$ cat src/rtl/exc_pkg.sv
package exc_pkg;
    localparam int CLS_W  = 3;
    localparam int TYPE_W = 3;

    typedef enum logic [CLS_W-1:0] {
        CLS_PLAIN   = 3'd0,
        CLS_DBRANCH = 3'd1,
        CLS_BRANCH  = 3'd2,
        CLS_TRAP    = 3'd3,
        CLS_SRWR    = 3'd4
    } cls_e;

    // bit positions inside the one-hot type vector
    localparam int T_TRAP = 0;
    localparam int T_SLOT = 1;
    localparam int T_GEN  = 2;

    typedef struct packed {
        logic pc_chg;
    } ctx_t;

    function automatic logic is_pc_changer(input logic [CLS_W-1:0] c);
        return (c == CLS_DBRANCH) || (c == CLS_BRANCH) ||
               (c == CLS_TRAP)    || (c == CLS_SRWR);
    endfunction
endpackage

$ cat src/rtl/exc_ctx_track.sv
module exc_ctx_track
    import exc_pkg::*;
(
    input  logic             clk,
    input  logic             rst_n,
    input  logic             dec_valid,
    input  logic [CLS_W-1:0] dec_class,
    input  logic             dec_undef,
    output logic             prev_chg
);
    ctx_t ctx_d, ctx_q;

    always_comb begin
        ctx_d = ctx_q;
        if (dec_valid) begin
            // an illegal fault enters a handler: context restarts clear
            if (dec_undef) ctx_d.pc_chg = 1'b0;
            else           ctx_d.pc_chg = is_pc_changer(dec_class);
        end
    end

    always_ff @(posedge clk) begin
        if (!rst_n) ctx_q <= '0;
        else        ctx_q <= ctx_d;
    end

    assign prev_chg = ctx_q.pc_chg;
endmodule

$ cat src/rtl/exc_type_decode.sv
module exc_type_decode
    import exc_pkg::*;
(
    input  logic              dec_valid,
    input  logic [CLS_W-1:0]  dec_class,
    input  logic              dec_undef,
    input  logic              prev_chg,
    output logic [TYPE_W-1:0] type_oh
);
    always_comb begin
        type_oh = '0;
        if (dec_valid) begin
            if (dec_undef) begin
                if (prev_chg) type_oh[T_SLOT] = 1'b1;
                else          type_oh[T_GEN]  = 1'b1;
            end else if (dec_class == CLS_TRAP) begin
                type_oh[T_TRAP] = 1'b1;
            end
        end
    end
endmodule

$ cat src/rtl/exc_vec_select.sv
module exc_vec_select
    import exc_pkg::*;
#(
    parameter int              VEC_W    = 8,
    parameter logic [VEC_W-1:0] SLOT_VEC = 8'd6,
    parameter logic [VEC_W-1:0] GEN_VEC  = 8'd4
)(
    input  logic [TYPE_W-1:0] type_oh,
    input  logic [VEC_W-1:0]  trap_imm,
    output logic [VEC_W-1:0]  vec
);
    always_comb begin
        vec = '0;
        if (type_oh[T_TRAP]) vec = trap_imm;
        if (type_oh[T_SLOT]) vec = SLOT_VEC;
        if (type_oh[T_GEN])  vec = GEN_VEC;
    end
endmodule

$ cat src/rtl/exc_classifier.sv
module exc_classifier
    import exc_pkg::*;
#(
    parameter int              VEC_W    = 8,
    parameter logic [VEC_W-1:0] SLOT_VEC = 8'd6,
    parameter logic [VEC_W-1:0] GEN_VEC  = 8'd4
)(
    input  logic              clk,
    input  logic              rst_n,
    input  logic              dec_valid,
    input  logic [CLS_W-1:0]  dec_class,
    input  logic              dec_undef,
    input  logic [VEC_W-1:0]  trap_imm,
    output logic [TYPE_W-1:0] exc_type,
    output logic [VEC_W-1:0]  exc_vec
);
    logic prev_chg;

    exc_ctx_track i_ctx (
        .clk       (clk),
        .rst_n     (rst_n),
        .dec_valid (dec_valid),
        .dec_class (dec_class),
        .dec_undef (dec_undef),
        .prev_chg  (prev_chg)
    );

    exc_type_decode i_dec (
        .dec_valid (dec_valid),
        .dec_class (dec_class),
        .dec_undef (dec_undef),
        .prev_chg  (prev_chg),
        .type_oh   (exc_type)
    );

    exc_vec_select #(
        .VEC_W    (VEC_W),
        .SLOT_VEC (SLOT_VEC),
        .GEN_VEC  (GEN_VEC)
    ) i_vec (
        .type_oh  (exc_type),
        .trap_imm (trap_imm),
        .vec      (exc_vec)
    );
endmodule

$ cat config.mk
export PLATFORM = sky130hd
export DESIGN_NAME = exc_classifier
export DESIGN_NICKNAME = d
export VERILOG_FILES = /design/src/rtl/exc_pkg.sv /design/src/rtl/exc_ctx_track.sv /design/src/rtl/exc_type_decode.sv /design/src/rtl/exc_vec_select.sv /design/src/rtl/exc_classifier.sv
export SDC_FILE = /design/constraint.sdc
export NUM_CORES = 1
export LEC_CHECK = 0
export BUFFER_PORTS_ARGS = -buffer_cell sky130_fd_sc_hd__buf_2
export CELL_PAD_IN_SITES_DETAIL_PLACEMENT = 1
export CELL_PAD_IN_SITES_GLOBAL_PLACEMENT = 2
export CORE_MARGIN = 4
export CORE_UTILIZATION = 10
export CTS_CLUSTER_DIAMETER = 40
export DETAILED_ROUTE_END_ITERATION = 12
export PLACE_DENSITY_LB_ADDON = 0.3
export RECOVER_POWER = 100
export SLEW_MARGIN = 20
export SYNTH_ARGS = -nofsm -noshare
export SYNTH_HDL_FRONTEND = slang
export SYNTH_HIERARCHICAL = 1
export SYNTH_SLANG_ARGS = --single-unit
$ cat constraint.sdc
create_clock -name clk -period 1 [get_ports clk]
set_clock_uncertainty 0.2 [all_clocks]
set_input_delay 0.05 -clock clk [delete_from_list [all_inputs] [get_ports clk]]
set_output_delay 0.05 -clock clk [all_outputs]
set_load 0.1 [all_outputs]
==> metrics.txt <==
Via-to-Cell Ratio=3.944; Reg2Reg Depth=2; top cells by count, synth=6 x and2_1, 3 x nor2_1, 2 x nand3b_1; Mapped Nets=36; Crit Reg-Reg Endpoint=i_ctx/prev_chg; vias in the first global route=298; Die Height=between 40 and 50 um; RSZ-0062 raised after global routing=true; starting density of the core=10.47%; placed cell area=585.6 um^2; worst setup margin=-0.3871 ns; Startpoint Class=flop; WL/cell=12.53 um; flip-flop count of the largest register after layout=1; Diodes inserted=0; Final Setup Violations=11; Die W=47.71 um; Period minus WS final=1.387 ns; Area growth syn-to-layout=296.8%; syn avg cell area=7.507 um^2; status=finished with violations; Final Slew Violations=0; Seq/Total Area, Yosys=12.70%; Final Cycle Share=138.7%; CORE AREA=1506 um^2; worst-margin pin slew=between 0.2 and 0.3 ns; DRC=0; Netlist cell types=13; WL final=902 um; full die area=about 2300 um^2; CP Max Fanout=6; hpwl dp=854.2 um; Max Cap Viol=0; clk_lat worst skew=0 ns; largest net degree at the start of global routing=7; Mapped Area=157.7 um^2; P_leak=0.2773 nW; most numerous cell in the Yosys netlist=and2_1; ys async rst share=0%; 1st-pass router iterations=3; hold_sp=rst_n; proportion of layout cells with a drive suffix above 1=between 90 and 100%; Power, Total=0.0002694 W; Hold Path Sink=i_ctx/prev_chg; antenna violations before repair=0; fin area=625.6 um^2; WS Path Type=flop to primary output; DR iter-0 viols=3; top_reg_cell synth=dfxtp_1; Critical R2R Launch=i_ctx/prev_chg; Final Hold Vio Count=0; hold-critical path depth=3; Cells after Synth=21; headroom to the max-slew limit=82.24%; min-delay worst type=primary input to flop; GRT Util Overall=under 10%; Row Count=14; Placer Congestion=0.6007; remaining global-route overflow=0; PwrDens=430.6 nW/um^2; fin util=41.53%; WP data arrival=between 1 and 1.5 ns; Final #Nets=73; critical path endpoint category=primary output; main area contributors after synthesis=and2_1 24%, dfxtp_1 13%, nor3b_4 12%; Synth Warn #=6; vias=284; Final ANT Viol Nets=0; share of the synthesized area in the top cell type=23.81%; highest clock rate=720.9 MHz; EDFF count, synth=0; leading area contributor after synthesis=and2_1; #FFs+latches synth=1; failing checks=negative setup slack; Req. time, crit path=0.75 ns; post-cts hold buffer count=0; clock slew at reported path FFs=0 ns; I/O pin count=26; Max rail drop VDD=0.1509 mV; global-route wire length before repair=between 1000 and 1500 um; R2R Setup Slk=0.18 ns; IO Port Bufs=25
[final cells by class]
type,count,area [um^2]
Sequential cell,1,21.27
Multi-Input combinational cell,20,202.7
Timing Repair Buffer,35,381.6
Fill cell,169,880.8
Tap cell,16,20.02
[report_power, final]
| group | internal (W) | switching (W) |
|---|---|---|
| clock network | 0 | 0 |
| logic | 0.000103 | 0.000121 |
| registers | 0.0000431 | 0.00000262 |
[how the worst max path moves through the flow]
stage | from | end | slack, ns | cells after the start
final | i_ctx/prev_chg | exc_vec[7] | -0.39 | 4
after global routing | dec_undef | exc_vec[6] | -0.45 | 6
after CTS | i_ctx/prev_chg | exc_vec[5] | -0.42 | 4
after detailed placement | i_ctx/prev_chg | exc_vec[5] | -0.44 | 4
after global placement | i_ctx/prev_chg | exc_vec[5] | -0.41 | 4
after floorplan | dec_undef | exc_vec[1] | -0.80 | 4
[layout by cell type, fill, tap and decap left out]
cell type   n
nand4b_1    1
nand3b_1    2
nand2_2     1
o21a_1      1
a21oi_2     1
o31ai_2     1
nor3b_4     1
buf_4       9
nor2_4      3
a211o_4     1
dfxtp_2     1
buf_2      12
nor3_2      1
and3_4      1
buf_12     11
buf_6       3
and2_4      6
[worst max-delay path, cell delays in order (launching register included)]
cell and delay [ns]:
dfxtp_2 0.32, and3_4 0.17, nor3b_4 0.27, and2_4 0.21
buf_12 0.16
[layer usage]
metal / wire [um] / global-route usage, % / share of wire, % / vias up
li1: - / - / - / 148
met1: 351 / 10.99 / 39 / 131
met2: 518 / 15.04 / 57 / 5
met3: 32 / 0.3759 / 3.5 / 0
met4: 0 / 0 / 0 / 0
met5: 0 / 0 / 0 / -
[stage by stage]
stage	TNS (ns)	worst slack, ns	hold slack, ns	std cells
finish	-3.049	-0.3871	0.1282	72
global route	-3.623	-0.4523	0.1772	72
CTS	-3.233	-0.4199	0.1320	72
detailed placement	-3.540	-0.4357	0.1275	72
global placement	-3.341	-0.4072	0.09764	72
floorplan	-6.384	-0.8005	-0.008702	21
[cell families after synthesis]
| kind of cell | share of synthesized area, % |
|---|---|
| and+or+nand+nor | 68.25 |
| AOI/OAI and AO/OA | 19.05 |
| DFF | 12.70 |
[what timing repair did]
action | CTS | global route
gates resized for setup | 7 | 3
setup buffers | 1 | 1
setup endpoints to repair | 12 | 12
pin swaps | 10 | 7
Note: power is estimated with default switching activity, not from simulation.
